--- src/rtl/rxq_pkg.sv ---
package rxq_pkg;

    // One stored character together with its line-error tags
    typedef struct packed {
        logic       brk;
        logic       frm;
        logic       par;
        logic [7:0] data;
    } rx_entry_t;

    // Host read-port addresses
    typedef enum logic [1:0] {
        REG_RXDATA = 2'd0,
        REG_LSTAT  = 2'd1,
        REG_LEVEL  = 2'd2,
        REG_TRIG   = 2'd3
    } rd_reg_e;

    // Thresholds selected by the legacy 2-bit field, scaled to the depth
    function automatic int legacy_trig(input logic [1:0] sel, input int depth);
        case (sel)
            2'd0:    return 1;
            2'd1:    return depth / 4;
            2'd2:    return depth / 2;
            default: return depth - 4;
        endcase
    endfunction

endpackage

--- src/rtl/rxq_store.sv ---
module rxq_store
    import rxq_pkg::*;
#(
    parameter  int DEPTH = 32,
    localparam int LVL_W = $clog2(DEPTH + 1),
    localparam int AW    = $clog2(DEPTH)
) (
    input  logic             clk,
    input  logic             rst,
    input  logic             clr,
    input  logic             push_req,
    input  rx_entry_t        push_entry,
    input  logic             pop_req,
    output rx_entry_t        head,
    output logic [LVL_W-1:0] count,
    output logic             drop
);

    rx_entry_t      mem [DEPTH];
    logic [AW-1:0]  wr_ptr;
    logic [AW-1:0]  rd_ptr;
    logic           pop_ok;
    logic           push_ok;

    function automatic logic [AW-1:0] adv(input logic [AW-1:0] p);
        return (p == AW'(DEPTH - 1)) ? '0 : p + 1'b1;
    endfunction

    always_comb begin
        pop_ok  = pop_req && (count != '0);
        push_ok = push_req && ((count != LVL_W'(DEPTH)) || pop_ok);
        drop    = push_req && !push_ok && !clr;
    end

    assign head = mem[rd_ptr];

    always_ff @(posedge clk) begin
        if (rst || clr) begin
            wr_ptr <= '0;
            rd_ptr <= '0;
            count  <= '0;
            for (int i = 0; i < DEPTH; i++) begin
                mem[i] <= '0;
            end
        end else begin
            if (push_ok) begin
                mem[wr_ptr] <= push_entry;
                wr_ptr      <= adv(wr_ptr);
            end
            if (pop_ok) begin
                rd_ptr <= adv(rd_ptr);
            end
            case ({push_ok, pop_ok})
                2'b10:   count <= count + 1'b1;
                2'b01:   count <= count - 1'b1;
                default: count <= count;
            endcase
        end
    end

endmodule

--- src/rtl/rxq_thresh.sv ---
module rxq_thresh
    import rxq_pkg::*;
#(
    parameter  int DEPTH = 32,
    localparam int LVL_W = $clog2(DEPTH + 1)
) (
    input  logic [LVL_W-1:0] count,
    input  logic             prog_en,
    input  logic [1:0]       legacy_sel,
    input  logic [LVL_W-1:0] int_trig,
    input  logic [LVL_W-1:0] flow_trig,
    output logic [LVL_W-1:0] eff_trig,
    output logic             data_avail,
    output logic             rts
);

    logic [LVL_W-1:0] legacy_val;

    always_comb begin
        legacy_val = LVL_W'(legacy_trig(legacy_sel, DEPTH));
        if (prog_en) begin
            eff_trig = (int_trig == '0) ? LVL_W'(1) : int_trig;
        end else begin
            eff_trig = legacy_val;
        end
        data_avail = (count >= eff_trig);
        rts        = (count < flow_trig);
    end

endmodule

--- src/rtl/rxq_regport.sv ---
module rxq_regport
    import rxq_pkg::*;
#(
    parameter  int DEPTH = 32,
    localparam int LVL_W = $clog2(DEPTH + 1)
) (
    input  logic             clk,
    input  logic             rst,
    input  logic             rd_en,
    input  logic [1:0]       rd_addr,
    input  rx_entry_t        head,
    input  logic [LVL_W-1:0] count,
    input  logic [LVL_W-1:0] eff_trig,
    input  logic             drop,
    output logic             pop_req,
    output logic             ovr_flag,
    output logic [7:0]       rd_data
);

    rd_reg_e    sel;
    logic       has_data;
    logic [7:0] lstat;
    logic [7:0] mux;
    logic       lstat_rd;

    always_comb begin
        sel      = rd_reg_e'(rd_addr);
        has_data = (count != '0);
        pop_req  = rd_en && (sel == REG_RXDATA);
        lstat_rd = rd_en && (sel == REG_LSTAT);
        lstat    = {3'b000,
                    head.brk & has_data,
                    head.frm & has_data,
                    head.par & has_data,
                    ovr_flag,
                    has_data};
        case (sel)
            REG_RXDATA: mux = has_data ? head.data : 8'h00;
            REG_LSTAT:  mux = lstat;
            REG_LEVEL:  mux = 8'(count);
            default:    mux = 8'(eff_trig);
        endcase
    end

    always_ff @(posedge clk) begin
        if (rst) begin
            rd_data  <= '0;
            ovr_flag <= 1'b0;
        end else begin
            if (rd_en) begin
                rd_data <= mux;
            end
            if (drop) begin
                ovr_flag <= 1'b1;
            end else if (lstat_rd) begin
                ovr_flag <= 1'b0;
            end
        end
    end

endmodule

--- src/rtl/rx_tagged_fifo.sv ---
module rx_tagged_fifo
    import rxq_pkg::*;
#(
    parameter  int DEPTH = 32,
    localparam int LVL_W = $clog2(DEPTH + 1)
) (
    input  logic             clk,
    input  logic             rst,
    input  logic             fifo_clr,
    input  logic             push_valid,
    input  logic [7:0]       push_data,
    input  logic             push_par,
    input  logic             push_frm,
    input  logic             push_brk,
    input  logic             rd_en,
    input  logic [1:0]       rd_addr,
    output logic [7:0]       rd_data,
    input  logic [1:0]       trig_legacy,
    input  logic             trig_prog_en,
    input  logic [LVL_W-1:0] int_trig,
    input  logic [LVL_W-1:0] flow_trig,
    output logic [LVL_W-1:0] level,
    output logic             data_avail,
    output logic             rts
);

    rx_entry_t        in_entry;
    rx_entry_t        head;
    logic             pop_req;
    logic             drop;
    logic             ovr_flag;
    logic [LVL_W-1:0] eff_trig;

    assign in_entry = '{brk: push_brk, frm: push_frm, par: push_par, data: push_data};

    rxq_store #(.DEPTH(DEPTH)) u_store (
        .clk        (clk),
        .rst        (rst),
        .clr        (fifo_clr),
        .push_req   (push_valid),
        .push_entry (in_entry),
        .pop_req    (pop_req),
        .head       (head),
        .count      (level),
        .drop       (drop)
    );

    rxq_thresh #(.DEPTH(DEPTH)) u_thresh (
        .count      (level),
        .prog_en    (trig_prog_en),
        .legacy_sel (trig_legacy),
        .int_trig   (int_trig),
        .flow_trig  (flow_trig),
        .eff_trig   (eff_trig),
        .data_avail (data_avail),
        .rts        (rts)
    );

    rxq_regport #(.DEPTH(DEPTH)) u_regport (
        .clk      (clk),
        .rst      (rst),
        .rd_en    (rd_en),
        .rd_addr  (rd_addr),
        .head     (head),
        .count    (level),
        .eff_trig (eff_trig),
        .drop     (drop),
        .pop_req  (pop_req),
        .ovr_flag (ovr_flag),
        .rd_data  (rd_data)
    );

endmodule

--- config.mk ---
export PLATFORM = sky130hd
export DESIGN_NAME = rx_tagged_fifo
export DESIGN_NICKNAME = d
export VERILOG_FILES = /design/src/rtl/rxq_pkg.sv /design/src/rtl/rxq_store.sv /design/src/rtl/rxq_thresh.sv /design/src/rtl/rxq_regport.sv /design/src/rtl/rx_tagged_fifo.sv
export SDC_FILE = /design/constraint.sdc
export NUM_CORES = 1
export LEC_CHECK = 0
export BUFFER_PORTS_ARGS = -buffer_cell sky130_fd_sc_hd__buf_2
export CELL_PAD_IN_SITES_DETAIL_PLACEMENT = 0
export CELL_PAD_IN_SITES_GLOBAL_PLACEMENT = 1
export CORE_AREA = 8 8 285 149
export CTS_BUF_LIST = sky130_fd_sc_hd__clkbuf_8 sky130_fd_sc_hd__clkbuf_16
export CTS_CLUSTER_SIZE = 20
export DETAILED_ROUTE_END_ITERATION = 10
export DIE_AREA = 0 0 293 157
export GPL_ROUTABILITY_DRIVEN = 0
export PLACE_DENSITY = 0.81
export SYNTH_ARGS = -nofsm -noshare
export SYNTH_HDL_FRONTEND = slang
export SYNTH_SLANG_ARGS = --single-unit
--- constraint.sdc ---
create_clock -name clk -period 2.75 [get_ports clk]
set_clock_uncertainty 0.05 [all_clocks]
set_input_delay 0.275 -clock clk [delete_from_list [all_inputs] [get_ports clk]]
set_output_delay 0.275 -clock clk [all_outputs]
set_load 0.01 [all_outputs]
==> results of run 1 <==
[cell usage in the layout, fill, tap and decap left out, types with 3 or more instances in the layout]
| cell type | n |
|---|---|
| sky130_fd_sc_hd__mux4_2 | 96 |
| sky130_fd_sc_hd__a22oi_1 | 7 |
| sky130_fd_sc_hd__edfxtp_1 | 352 |
| sky130_fd_sc_hd__dfxtp_4 | 3 |
| sky130_fd_sc_hd__clkinv_2 | 5 |
| sky130_fd_sc_hd__nand2_4 | 4 |
| sky130_fd_sc_hd__or4_1 | 3 |
| sky130_fd_sc_hd__a21oi_1 | 17 |
| sky130_fd_sc_hd__nor3_1 | 7 |
| sky130_fd_sc_hd__nand2b_1 | 4 |
| sky130_fd_sc_hd__clkbuf_16 | 35 |
| sky130_fd_sc_hd__and2_1 | 354 |
| sky130_fd_sc_hd__nand3_1 | 7 |
| sky130_fd_sc_hd__mux2i_1 | 35 |
| sky130_fd_sc_hd__nor2_1 | 64 |
| sky130_fd_sc_hd__nand3b_1 | 6 |
| sky130_fd_sc_hd__or2_2 | 34 |
| sky130_fd_sc_hd__a211oi_1 | 4 |
| sky130_fd_sc_hd__bufinv_16 | 3 |
| sky130_fd_sc_hd__inv_1 | 16 |
| sky130_fd_sc_hd__buf_4 | 73 |
| sky130_fd_sc_hd__and3_1 | 4 |
| sky130_fd_sc_hd__dfxtp_1 | 23 |
| sky130_fd_sc_hd__buf_2 | 47 |
| sky130_fd_sc_hd__buf_6 | 3 |
| sky130_fd_sc_hd__buf_12 | 6 |
| sky130_fd_sc_hd__a21o_1 | 11 |
| sky130_fd_sc_hd__nand2_1 | 11 |
| sky130_fd_sc_hd__nor2b_1 | 6 |
| sky130_fd_sc_hd__nor3b_1 | 4 |
| sky130_fd_sc_hd__dfxtp_2 | 4 |
| sky130_fd_sc_hd__xnor2_1 | 4 |
| sky130_fd_sc_hd__ha_1 | 22 |
| sky130_fd_sc_hd__a31oi_1 | 5 |
| sky130_fd_sc_hd__clkinv_1 | 5 |
| sky130_fd_sc_hd__o21ai_0 | 10 |
[power breakdown]
part / switching [W] / internal, W / leakage (nW) / total, W
Clock: 0.00217 / 0.00263 / 0.545 / 0.00480
Sequential: 0.0000827 / 0.00655 / 4.16 / 0.00663
Combinational: 0.000432 / 0.000215 / 3.12 / 0.000647
Total: 0.00269 / 0.00939 / 7.83 / 0.0121
[state kept, by name (all words and copies together) (netlist names), named ones only]
| name | flops |
|---|---|
| u_regport.rd_data | 8 |
| u_store.wr_ptr | 5 |
| u_regport.ovr_flag | 1 |
| u_store.rd_ptr | 5 |
| u_store.count | 6 |
| u_store.mem | 352 |
[path summary, 6_finish.rpt]
kind / startpoint / end / slack, ns / cells after the start
worst max-delay path: u_store.count[4]$_SDFFE_PP0P_ / u_store.count[5]$_SDFFE_PP0P_ / 0.08 / 11
worst min-delay path: rst / u_regport.rd_data[0]$_SDFFE_PP0P_ / 0.08 / 3
worst max register to register: u_store.count[4]$_SDFFE_PP0P_ / u_store.count[5]$_SDFFE_PP0P_ / 0.08 / 11
worst min register to register: u_regport.rd_data[0]$_SDFFE_PP0P_ / u_regport.rd_data[0]$_SDFFE_PP0P_ / 0.43 / 2
[layer usage]
| layer | share of wire | track usage |
|---|---|---|
| met5 | 0 | 0 |
| met4 | 0.013 | 0.0334 |
| met3 | 0.12 | 0.0613 |
| met2 | 0.40 | 0.288 |
| met1 | 0.46 | 0.334 |
[through the flow]
stage / setup TNS [ns] / setup slack [ns] / area, µm²
6_report: 0 / 0.0797 / 20500
5_1_grt: -0.00800 / -0.00458 / 20400
4_1_cts: 0 / 0.000989 / 20400
3_5_place_dp: 0 / 0.0116 / 19300
3_3_place_gp: 0 / 0.0989 / 19300
2_1_floorplan: 0 / 0.0147 / 18200
[area by class of cell]
| class | count | area [µm²] |
|---|---|---|
| fill | 3096 | 17900 |
| tap | 530 | 663 |
| timing repair buffer | 129 | 937 |
| inverter | 12 | 45.0 |
| clock buffer | 36 | 890 |
| sequential | 382 | 11200 |
| multi-input combinational | 757 | 6550 |
| clock inverter | 22 | 180 |
| antenna | 1 | 2.50 |
[worst register-to-register path, delay by kind of cell (launching register included)]
kind	cells	cell delay [ns]
compound gates	6	0.99
fa+ha+maj	1	0.28
buf+inv	1	0.06
flops	1	0.37
simple gates	3	0.84
[timing repair]
action | 4_1_cts | 5_1_grt
endpoints found under the setup margin | 2 | 3
pin swaps | 2 | 4
resized for setup | 3 | 4
buffers inserted | 0 | 3
[kinds of logic after synthesis]
kind of cell             synth area share
flip-flops                          0.615
XOR/XNOR                          0.00193
adder cells (fa/ha/maj)            0.0163
AO/OA/AOI/OAI                      0.0286
buffers and inverters              0.0266
AND/OR/NAND/NOR                     0.172
multiplexers                        0.140
==> impl_summary.log, run 1 <==
INFO  metric run_status = completed
INFO  metric clk_buf_depth = 3
INFO  metric clkSlewWorstSetupHoldPaths = 0.07 ns
INFO  metric clockRootBuffer = sky130_fd_sc_hd__clkbuf_16
INFO  metric grt_setup_unrepaired = true
INFO  metric grt_antenna_before_repair = 1
INFO  metric placedCellCount = 1,807
INFO  metric worst-endpoint-arrival = 3.05 ns
INFO  metric ys_seq_area_frac = 0.615
INFO  metric achievable-frequency = 374 MHz
INFO  metric critPathTopFamily = compound AO/OA/AOI/OAI gates
INFO  metric nNetsFinal = 1,373
INFO  metric critical-path-slowest-cell = sky130_fd_sc_hd__or4_4
INFO  metric worstSetupEndpointType = register
INFO  metric syn2layout_area_growth = 12.6%
INFO  metric grt_overflow = 0
INFO  metric synth_enable_flop_cells = 352
INFO  metric drt_iter0_drc = 1,287
INFO  metric timing_max_transition_violations_final = 0
INFO  metric worst_ir_drop_vdd = 0.381 mV
INFO  metric timing.critical_path.buf_inv = 1
INFO  metric cp.required = 3.13 ns
INFO  metric netlist_top_cells_count = sky130_fd_sc_hd__and2_1, sky130_fd_sc_hd__edfxtp_1, sky130_fd_sc_hd__mux4_2, sky130_fd_sc_hd__clkbuf_1, sky130_fd_sc_hd__nor2_1
INFO  metric leakagePower = 7.83 nW
INFO  metric finalPower = 0.0121 W
INFO  metric pin_count_of_the_biggest_net_entering_global_routing = 49
INFO  metric tritoncts.num_buffers = 35
INFO  metric period_share = 0.971
INFO  metric synthCells = 1,262
INFO  metric crit_path_start_kind = register
INFO  metric route.detailed.drc = 0
INFO  metric totalWireLength = 49.0 mm
INFO  metric grt_first_pass_wirelength = 71.7 mm
INFO  metric tritoncts = built
INFO  metric yosysUniqueCellTypes = 54
INFO  metric hold_worst_slack = 0.0841 ns
INFO  metric synth.cell_area = 18,200 µm²
INFO  metric post_syn_area_per_cell = 14.4 µm²
INFO  metric routed_via_density = 5.86
INFO  metric proportion_of_netlist_area_held_by_the_largest_area_contributor = 0.582
INFO  metric global_route.usage.total = 0.212
INFO  metric post_route_cells_drive_above_1_share = 0.250
INFO  metric io-pin-count = 49
INFO  metric clock_sinks = 382
INFO  metric postLayoutCoreUtil = 0.533
INFO  metric hpwlAfterDp = 33.3 mm
INFO  metric synth_largest_area_cell = sky130_fd_sc_hd__edfxtp_1
INFO  metric finalHoldViolCount = 0
INFO  metric die_w = 293 µm
INFO  metric num_vias = 10,946
INFO  metric core-area = 38,400 µm²
INFO  metric synth_top_flop_cell = sky130_fd_sc_hd__edfxtp_1
INFO  metric yosys_register_bits = 382
INFO  metric pwr_density_cell = 590 nW/µm²
INFO  metric wire_length_per_cell = 26.2 µm
INFO  metric post_synth_main_area_contributors = sky130_fd_sc_hd__edfxtp_1, sky130_fd_sc_hd__and2_1, sky130_fd_sc_hd__mux4_2, sky130_fd_sc_hd__dfxtp_1, sky130_fd_sc_hd__mux2i_1
INFO  metric cell_by_cell_trace_of_the_critical_path = or4_4 -> o31ai_4 -> or2_4 -> inv_2 -> ha_1 -> a21o_1 -> a21oi_2 -> o21ai_2 -> nand3_1 -> o22ai_1 -> a211oi_2
INFO  metric slew_headroom = 0.441
INFO  metric hold_class = in2reg
INFO  metric slowest_delay = 0.54 ns
INFO  metric async_flop_share = 0
INFO  metric cts_htree_levels = 2
INFO  metric max_cap_violations = 0
INFO  metric insertion_delay = 0.53 ns
INFO  metric worst-path-max-fanout = 7
INFO  metric place.port_buffers = 48
INFO  metric holdBufCountCts = 0
INFO  metric post-route-min-period = 2.67 ns
INFO  metric final_cell_count_no_fill = 1,869
INFO  metric vias_in_the_first_global_route = 10,553
INFO  metric design.die.area = 46,000 µm²
INFO  metric worst_pin_slew = 0.838 ns
INFO  metric most_numerous_cell_in_the_yosys_netlist = sky130_fd_sc_hd__and2_1
INFO  metric timing.final.setup_violations = 0
INFO  metric path_class = reg2reg
INFO  metric die_h = 157 µm
INFO  metric firstDrtPassIters = 5
INFO  metric initial_utilization = 0.474
INFO  metric num_rows = 51
INFO  metric postRouteAntennaNets = 0
INFO  metric mappedNetlistNets = 1,318
INFO  metric number_of_warnings_reported_in_the_yosys_synthesis_log = 0
Note: power is estimated with default switching activity, not from simulation.
==> run 2, diff against run 1 <==
Settings changed: BUFFER_PORTS_ARGS -buffer_cell sky130_fd_sc_hd__buf_2 to -buffer_cell sky130_fd_sc_hd__buf_4, CAP_MARGIN set to 15, CORE_AREA 8 8 285 149 to 8 8 287 150, DIE_AREA 0 0 293 157 to 0 0 295 158, SYNTH_HIERARCHICAL set to 1.
==> impl_summary.log, run 2 <==
INFO  metric syn2layout_area_growth = 15.3%
INFO  metric cp.required = 3.12 ns (about the same)
INFO  metric timing.critical_path.buf_inv = 1 (unchanged)
INFO  metric worst-endpoint-arrival = 3.15 ns (+0.10 ns)
INFO  metric worst_pin_slew = 1.17 ns (+0.331 ns)
INFO  metric top_regs = u_store/mem: 352 flops, u_regport/rd_data: 8 flops, u_store/count: 6 flops
INFO  metric die_w = 295 µm (+0.68%)
INFO  metric worstSetupPathDepth = 10 (-1)
INFO  metric leakagePower = 8.04 nW (+2.8%)
INFO  metric p_int = 0.00975 W (+3.9%)
INFO  metric pin_count_of_the_biggest_net_entering_global_routing = 33 (-33%)
INFO  metric postRouteAntennaNets = 0 (unchanged)
INFO  metric pwr-share-seq = 0.531 (-0.018)
INFO  metric postLayoutCoreUtil = 0.541 (+0.00787)
INFO  metric holdBufCountCts = 0 (unchanged)
INFO  metric seq_area = 11,200 µm² (unchanged)
INFO  metric crit_path_start_kind = register
INFO  metric cell_by_cell_trace_of_the_critical_path = or4_4 -> o31ai_4 -> nand2b_4 -> inv_6 -> ha_4 -> a211oi_4 -> o21ai_1 -> a21o_1 -> o2111a_1 -> or3_1
INFO  metric max_cap_violations = 0 (unchanged)
INFO  metric path_class = reg2reg
INFO  metric critical-path-slowest-cell = sky130_fd_sc_hd__or4_4
INFO  metric tritoncts = built
INFO  metric achievable-frequency = 360 MHz (-4.0%)
INFO  metric grt_first_pass_wirelength = 73.2 mm (+2.2%)
INFO  metric ys_seq_area_frac = 0.605 (-0.0100)
INFO  metric synth.cell_area = 18,500 µm² (+1.7%)
INFO  metric hold_path_cell_cnt = 3 (unchanged)
INFO  metric violations = negative setup slack
INFO  metric proportion_of_netlist_area_held_by_the_largest_area_contributor = 0.572 (-0.00946)
INFO  metric synth_largest_area_cell = sky130_fd_sc_hd__edfxtp_1
INFO  metric postPlaceCellArea = 19,800 µm² (+2.4%)
INFO  metric slew_headroom = 0.218 (-0.223)
INFO  metric grt_overflow = 0 (unchanged)
INFO  metric period_share = 1.01 (+0.0405)
INFO  metric clk_buf_depth = 3 (unchanged)
INFO  metric yosys_register_bits = 382 (unchanged)
INFO  metric multi_input_area = 6720 µm² (+2.7%)
INFO  metric die_h = 158 µm (+0.64%)
INFO  metric firstDrtPassIters = 5 (unchanged)
INFO  metric drt_iter0_drc = 1,535 (+19%)
INFO  metric clock_power_share = 0.408 (+0.011)
INFO  metric netlist_top_cells_count = sky130_fd_sc_hd__and2_1, sky130_fd_sc_hd__edfxtp_1, sky130_fd_sc_hd__mux4_2, sky130_fd_sc_hd__clkbuf_1, sky130_fd_sc_hd__nor2_1
INFO  metric post_syn_area_per_cell = 14.6 µm² (+1.5%)
INFO  metric nNetsFinal = 1,397 (+1.7%)
INFO  metric place.port_buffers = 48 (unchanged)
INFO  metric synthCells = 1,264 (+0.16%)
INFO  metric grt_setup_unrepaired = true
INFO  metric fillCellCount = 3,139 (+1.4%)
INFO  metric num_vias = 11,133 (+1.7%)
INFO  metric layout.cell_area.non_filler = 21,300 µm² (+4.2%)
INFO  metric switching_portion_of_total_power = 0.219 (-0.00394)
INFO  metric post_synth_main_area_contributors = sky130_fd_sc_hd__edfxtp_1, sky130_fd_sc_hd__mux4_2, sky130_fd_sc_hd__and2_1, sky130_fd_sc_hd__dfxtp_1, sky130_fd_sc_hd__clkbuf_1
INFO  metric hold_worst_slack = 0.0592 ns (-0.0249 ns)
INFO  metric io-pin-count = 49 (unchanged)
INFO  metric wire_length_per_cell = 26.6 µm (+1.6%)
INFO  metric post-route-min-period = 2.78 ns (+0.111 ns)
INFO  metric pwr_density_cell = 586 nW/µm² (-0.79%)
INFO  metric slowest_delay = 0.55 ns (about the same)
INFO  metric finalPower = 0.0125 W (+3.3%)
INFO  metric fin_setup_tns = -0.0316 ns (-0.0316 ns)
INFO  metric route.detailed.drc = 0 (unchanged)
INFO  metric worst_ir_drop_vdd = 0.346 mV (-9.2%)
INFO  metric yosysUniqueCellTypes = 62 (+15%)
INFO  metric max_flop_register = u_store/mem
INFO  metric run_status = finished, violations left
INFO  metric routed_via_density = 5.84 (-0.32%)
INFO  metric worstSetupEndpointType = register
INFO  metric grt_antenna_before_repair = 3 (+2)
INFO  metric hold_class = in2reg
INFO  metric worst_slack = -0.0316 ns (-0.111 ns)
INFO  metric largest_register_ff_count = 352 (unchanged)
INFO  metric timing_max_transition_violations_final = 0 (unchanged)
INFO  metric post_route_cells_drive_above_1_share = 0.275 (+0.0251)
INFO  metric timing.final.setup_violations = 1 (+1)
INFO  metric hpwlAfterDp = 34.3 mm (+3.0%)
INFO  metric worstRegToRegCells = 10 (-1)
INFO  metric design.die.area = 46,600 µm² (+1.3%)
INFO  metric synth_top_flop_cell = sky130_fd_sc_hd__edfxtp_1
INFO  metric p_sw = 0.00273 W (+1.5%)
INFO  metric async_flop_share = 0 (unchanged)
INFO  metric mappedNetlistNets = 1,320 (+0.15%)
INFO  metric synth_enable_flop_cells = 352 (unchanged)
INFO  metric critPathTopFamily = simple AND/OR/NAND/NOR gates
INFO  metric worst-path-max-fanout = 7 (unchanged)
INFO  metric core-area = 39,400 µm² (+2.6%)
INFO  metric totalWireLength = 50.8 mm (+3.6%)
INFO  metric tritoncts.num_buffers = 35 (unchanged)
INFO  metric insertion_delay = 0.53 ns (about the same)
INFO  metric finalHoldViolCount = 0 (unchanged)
INFO  metric comb_power_share = 0.061 (+0.007)
INFO  metric global_route.usage.total = 0.216 (+0.00403)
INFO  metric number_of_warnings_reported_in_the_yosys_synthesis_log = 6 (+6)
INFO  metric vias_in_the_first_global_route = 10,663 (+1.0%)
INFO  metric num_rows = 52 (+2.0%)
INFO  metric cts_htree_levels = 2 (unchanged)
INFO  metric initial_utilization = 0.469 (-0.00455)
INFO  metric clkSlewWorstSetupHoldPaths = 0.07 ns (about the same)
INFO  metric final_cell_mix = sky130_fd_sc_hd__and2_1, sky130_fd_sc_hd__edfxtp_1, sky130_fd_sc_hd__buf_4
INFO  metric clock_sinks = 382 (unchanged)
INFO  metric clockRootBuffer = sky130_fd_sc_hd__clkbuf_16
==> run 2: changes by cell type after synthesis, moves of 8 or more <==
cell / previous run / this run
sky130_fd_sc_hd__a21o_1: 11 / 3
sky130_fd_sc_hd__buf_2: 14 / 6
sky130_fd_sc_hd__buf_6: 0 / 15
sky130_fd_sc_hd__mux2_2: 1 / 12
sky130_fd_sc_hd__mux2i_1: 36 / 8
sky130_fd_sc_hd__mux4_2: 96 / 110
sky130_fd_sc_hd__nor2_1: 64 / 44
sky130_fd_sc_hd__nor2_2: 0 / 8
sky130_fd_sc_hd__o21ai_0: 11 / 43
sky130_fd_sc_hd__or2_2: 35 / 1
==> run 2: power groups by stage <==
| stage | clock, W | sequential [W] | combinational, W |
|---|---|---|---|
| 3_3_place_gp | 0 | 0.00674 | 0.000725 |
| 5_1_grt | 0.00539 | 0.00664 | 0.000806 |
| 2_1_floorplan | 0 | 0.00671 | 0.000402 |
| 6_report | 0.00509 | 0.00662 | 0.000763 |
| 4_1_cts | 0.00517 | 0.00662 | 0.000738 |
| 3_5_place_dp | 0 | 0.00674 | 0.000736 |
==> run 2: tightest hold or removal path: stages <==
cell and delay (ns):
sky130_fd_sc_hd__buf_4 0.16, sky130_fd_sc_hd__nand3_1 0.09, sky130_fd_sc_hd__a21oi_1 0.06
==> run 2: repair_timing <==
action	4_1_cts	5_1_grt
gates resized for setup	0	12
cloned	0	4
endpoints found under the setup margin	1	69
pin swaps	0	3
setup buffers	1	16
==> run 2: area by class of cell <==
type / count / area share
clock inverter: 24 / 0.0116
antenna: 2 / 0.000235
inverter: 20 / 0.00376
timing repair buffer: 158 / 0.0685
tap: 540 / 0.0317
sequential: 382 / 0.525
multi-input combinational: 744 / 0.316
clock buffer: 37 / 0.0435
==> run 2: path summary, 6_finish.rpt <==
kind                                           from                           endpoint  slack (ns)
setup / recovery      u_store/count[2]$_SDFFE_PP0P_      u_store/count[5]$_SDFFE_PP0P_       -0.03
setup reg to reg      u_store/count[2]$_SDFFE_PP0P_      u_store/count[5]$_SDFFE_PP0P_       -0.03
hold / removal                           push_valid     u_store/wr_ptr[4]$_SDFFE_PP0P_        0.06
hold reg to reg   u_regport/rd_data[7]$_SDFFE_PP0P_  u_regport/rd_data[7]$_SDFFE_PP0P_        0.43
==> run 2: cell families after synthesis <==
logic type	Yosys count	synth area share
xor gates and xnor gates	2	0.000949
DFF	382	0.605
and+or+nand+nor	473	0.156
muxes	135	0.149
AOI/OAI and AO/OA	111	0.0384
buffers and inverters	138	0.0352
adders and majority gates	23	0.0160
==> run 2: per-stage QoR <==
step | instances | setup WS (ns)
finish | 1907 | -0.0316
floorplan | 1264 | -0.211
detailed placement | 1822 | -0.0268
CTS | 1884 | -0.00163
global placement | 1822 | -0.00769
global route | 1906 | -0.0836
==> run 2: metal layers <==
metal  vias to the layer above  GRT usage  routed length (µm)
li1                       4816          -                   -
met1                      5653      0.334               23000
met2                       608      0.279               19800
met3                        54     0.0897                7350
met4                         2     0.0312                 471
met5                         -     0.0288                 174
==> run 3, diff against run 2 <==
Settings changed: CAP_MARGIN 15 to unset, CORE_AREA 8 8 287 150 to 8 8 206 208, DIE_AREA 0 0 295 158 to 0 0 214 216, PLACE_DENSITY 0.81 to 0.8, REMOVE_ABC_BUFFERS set to 1.
==> impl_summary.log, run 3 (synthesis gave the netlist of run 2 again) <==
INFO  metric io-pin-count = 49 (unchanged)
INFO  metric max_flop_register = u_store/mem
INFO  metric cts_htree_levels = 2 (unchanged)
INFO  metric syn2layout_area_growth = 15.4% (about the same)
INFO  metric worst_slack = -0.0241 ns (+0.00747 ns)
INFO  metric max_cap_violations = 0 (unchanged)
INFO  metric critical-path-slowest-cell = sky130_fd_sc_hd__mux4_2
INFO  metric finalPower = 0.0126 W (+0.88%)
INFO  metric clkSlewWorstSetupHoldPaths = 0.06 ns (about the same)
INFO  metric switching_portion_of_total_power = 0.210 (-0.00887)
INFO  metric post_route_cells_drive_above_1_share = 0.267 (-0.00811)
INFO  metric drt_iter0_drc = 1,169 (-24%)
INFO  metric period_share = 1.01 (-0.00272)
INFO  metric clk_buf_depth = 3 (unchanged)
INFO  metric clock_power_share = 0.418 (+0.010)
INFO  metric cell_by_cell_trace_of_the_critical_path = buf_12 -> buf_12 -> mux4_2 -> mux4_2 -> mux2_2 -> mux2_4 -> o211ai_1 -> a21oi_1
INFO  metric r2r_setup_slack = -0.02 ns (about the same)
INFO  metric p_sw = 0.00264 W (-3.2%)
INFO  metric route.detailed.drc = 0 (unchanged)
INFO  metric tritoncts = built
INFO  metric global_route.usage.total = 0.189 (-0.0263)
INFO  metric p_int = 0.00995 W (+2.0%)
INFO  metric die_h = 216 µm (+37%)
INFO  metric finalHoldViolCount = 0 (unchanged)
INFO  metric pwr_density_cell = 591 nW/µm² (+0.85%)
INFO  metric grt_setup_unrepaired = true
INFO  metric dp_slack = -0.189 ns (-0.162 ns)
INFO  metric tritoncts.num_buffers = 39 (+11%)
INFO  metric fillCellCount = 3,097 (-1.3%)
INFO  metric worst_ir_drop_vdd = 0.348 mV (+0.64%)
INFO  metric timing.final.setup_violations = 2 (+1)
INFO  metric fin_setup_tns = -0.0299 ns (+0.00174 ns)
INFO  metric totalWireLength = 45.0 mm (-11%)
INFO  metric grt_first_pass_wirelength = 67.1 mm (-8.4%)
INFO  metric nNetsFinal = 1,396 (-0.072%)
INFO  metric grt_antenna_before_repair = 2 (-1)
INFO  metric slew_headroom = 0.355 (+0.137)
INFO  metric grt_overflow = 0 (unchanged)
INFO  metric vias_in_the_first_global_route = 10,742 (+0.74%)
INFO  metric crit_path_start_kind = register
INFO  metric hold_worst_slack = 0.0308 ns (-0.0284 ns)
INFO  metric final_cell_mix = sky130_fd_sc_hd__and2_1, sky130_fd_sc_hd__edfxtp_1, sky130_fd_sc_hd__buf_4
INFO  metric clock_sinks = 382 (unchanged)
INFO  metric run_status = finished, violations left
INFO  metric num_vias = 10,677 (-4.1%)
INFO  metric worst-path-max-fanout = 7 (unchanged)
INFO  metric place.port_buffers = 48 (unchanged)
INFO  metric pin_count_of_the_biggest_net_entering_global_routing = 38 (+15%)
INFO  metric cp.required = 3.10 ns (-0.02 ns)
INFO  metric worst_pin_slew = 0.959 ns (-0.210 ns)
INFO  metric largest_register_ff_count = 352 (unchanged)
INFO  metric die_w = 214 µm (-27%)
INFO  metric top_regs = u_store/mem: 352 flops, u_regport/rd_data: 8 flops, u_store/count: 6 flops
INFO  metric violations = negative setup slack
INFO  metric worstSetupEndpointType = register
INFO  metric worst_hold_startpoint = fifo_clr
INFO  metric initial_utilization = 0.471 (+0.00214)
INFO  metric leakagePower = 8.09 nW (+0.61%)
INFO  metric path_class = reg2reg
INFO  metric num_rows = 73 (+40%)
INFO  metric pwr-share-seq = 0.525 (-0.006)
INFO  metric design.die.area = 46,200 µm² (-0.83%)
INFO  metric postRouteAntennaNets = 0 (unchanged)
INFO  metric hold_class = in2reg
INFO  metric wire_length_per_cell = 23.7 µm (-11%)
INFO  metric core-area = 39,200 µm² (-0.45%)
INFO  metric hpwlAfterDp = 28.6 mm (-17%)
INFO  metric achievable-frequency = 360 MHz (+0.27%)
INFO  metric clockRootBuffer = sky130_fd_sc_hd__clkbuf_16
INFO  metric timing_max_transition_violations_final = 0 (unchanged)
INFO  metric routed_via_density = 5.63 (-3.5%)
INFO  metric comb_power_share = 0.057 (-0.004)
INFO  metric firstDrtPassIters = 5 (unchanged)
INFO  metric insertion_delay = 0.53 ns (about the same)
INFO  metric worst-endpoint-arrival = 3.13 ns (-0.02 ns)
INFO  metric post-route-min-period = 2.77 ns (-0.00747 ns)
INFO  metric slowest_delay = 0.56 ns (about the same)
run 3: cell types whose count changed in the layout (fill, tap and decap cells not counted), sizes merged:
cell	delta
buf	-5
bufinv	-1
clkbuf	+5
clkinv	+3
clkinvlp	-2
diode	-1
dlygate4sd3	+1
inv	+3
run 3: final timing paths:
path | depth (start not counted) | to
worst min-delay path | 4 | u_regport/ovr_flag$_SDFFE_PP0P_
worst max-delay path | 8 | u_regport/rd_data[2]$_SDFFE_PP0P_
worst max register to register | 8 | u_regport/rd_data[2]$_SDFFE_PP0P_
worst min register to register | 2 | u_regport/rd_data[6]$_SDFFE_PP0P_
run 3: layout make-up:
class,count,area [µm²],area share
sequential,382,11200,0.525
multi-input combinational,744,6720,0.316
timing repair buffer,153,1390,0.0654
clock buffer,43,1050,0.0494
tap,525,657,0.0308
clock inverter,27,218,0.0102
inverter,20,77.6,0.00364
antenna,1,2.50,0.000117
run 3: power groups by stage:
| stage | combinational [W] | sequential, W | clock, W |
|---|---|---|---|
| 6_report | 0.000721 | 0.00661 | 0.00526 |
| 5_1_grt | 0.000765 | 0.00663 | 0.00557 |
| 4_1_cts | 0.000708 | 0.00661 | 0.00534 |
| 3_5_place_dp | 0.000696 | 0.00673 | 0 |
| 3_3_place_gp | 0.000686 | 0.00672 | 0 |
| 2_1_floorplan | 0.000323 | 0.00672 | 0 |
run 3: metal layers:
| layer | vias to the layer above | part of all wire | global-route usage |
|---|---|---|---|
| met3 | 66 | 0.068 | 0.0407 |
| met2 | 367 | 0.49 | 0.319 |
| li1 | 4806 | - | - |
| met4 | 4 | 0.025 | 0.0589 |
| met1 | 5434 | 0.42 | 0.244 |
| met5 | - | 0.00053 | 0 |
run 3: stage by stage:
stage / utilization / area (µm²) / std cells
after floorplan: - / 17900 / 1146
after global placement: 0.502 / 19700 / 1798
after detailed placement: 0.502 / 19700 / 1798
after CTS: 0.538 / 21100 / 1878
after global routing: 0.544 / 21300 / 1894
final: 0.544 / 21300 / 1895
run 3: repair_timing:
item                       4_1_cts  5_1_grt
pin swaps                        2        6
setup endpoints to repair        5        7
gates cloned                     1        3
hold endpoints to repair         9        0
setup buffers                    8       13
hold buffers                     1        0
resized for setup               11       11
run 3: worst max-delay path: cells and delay by family, from the launching register on:
kind | cells | cell delay [ns]
AO/OA/AOI/OAI | 2 | 0.19
buffers and inverters | 2 | 0.33
flip-flops | 1 | 0.36
multiplexers | 4 | 1.70
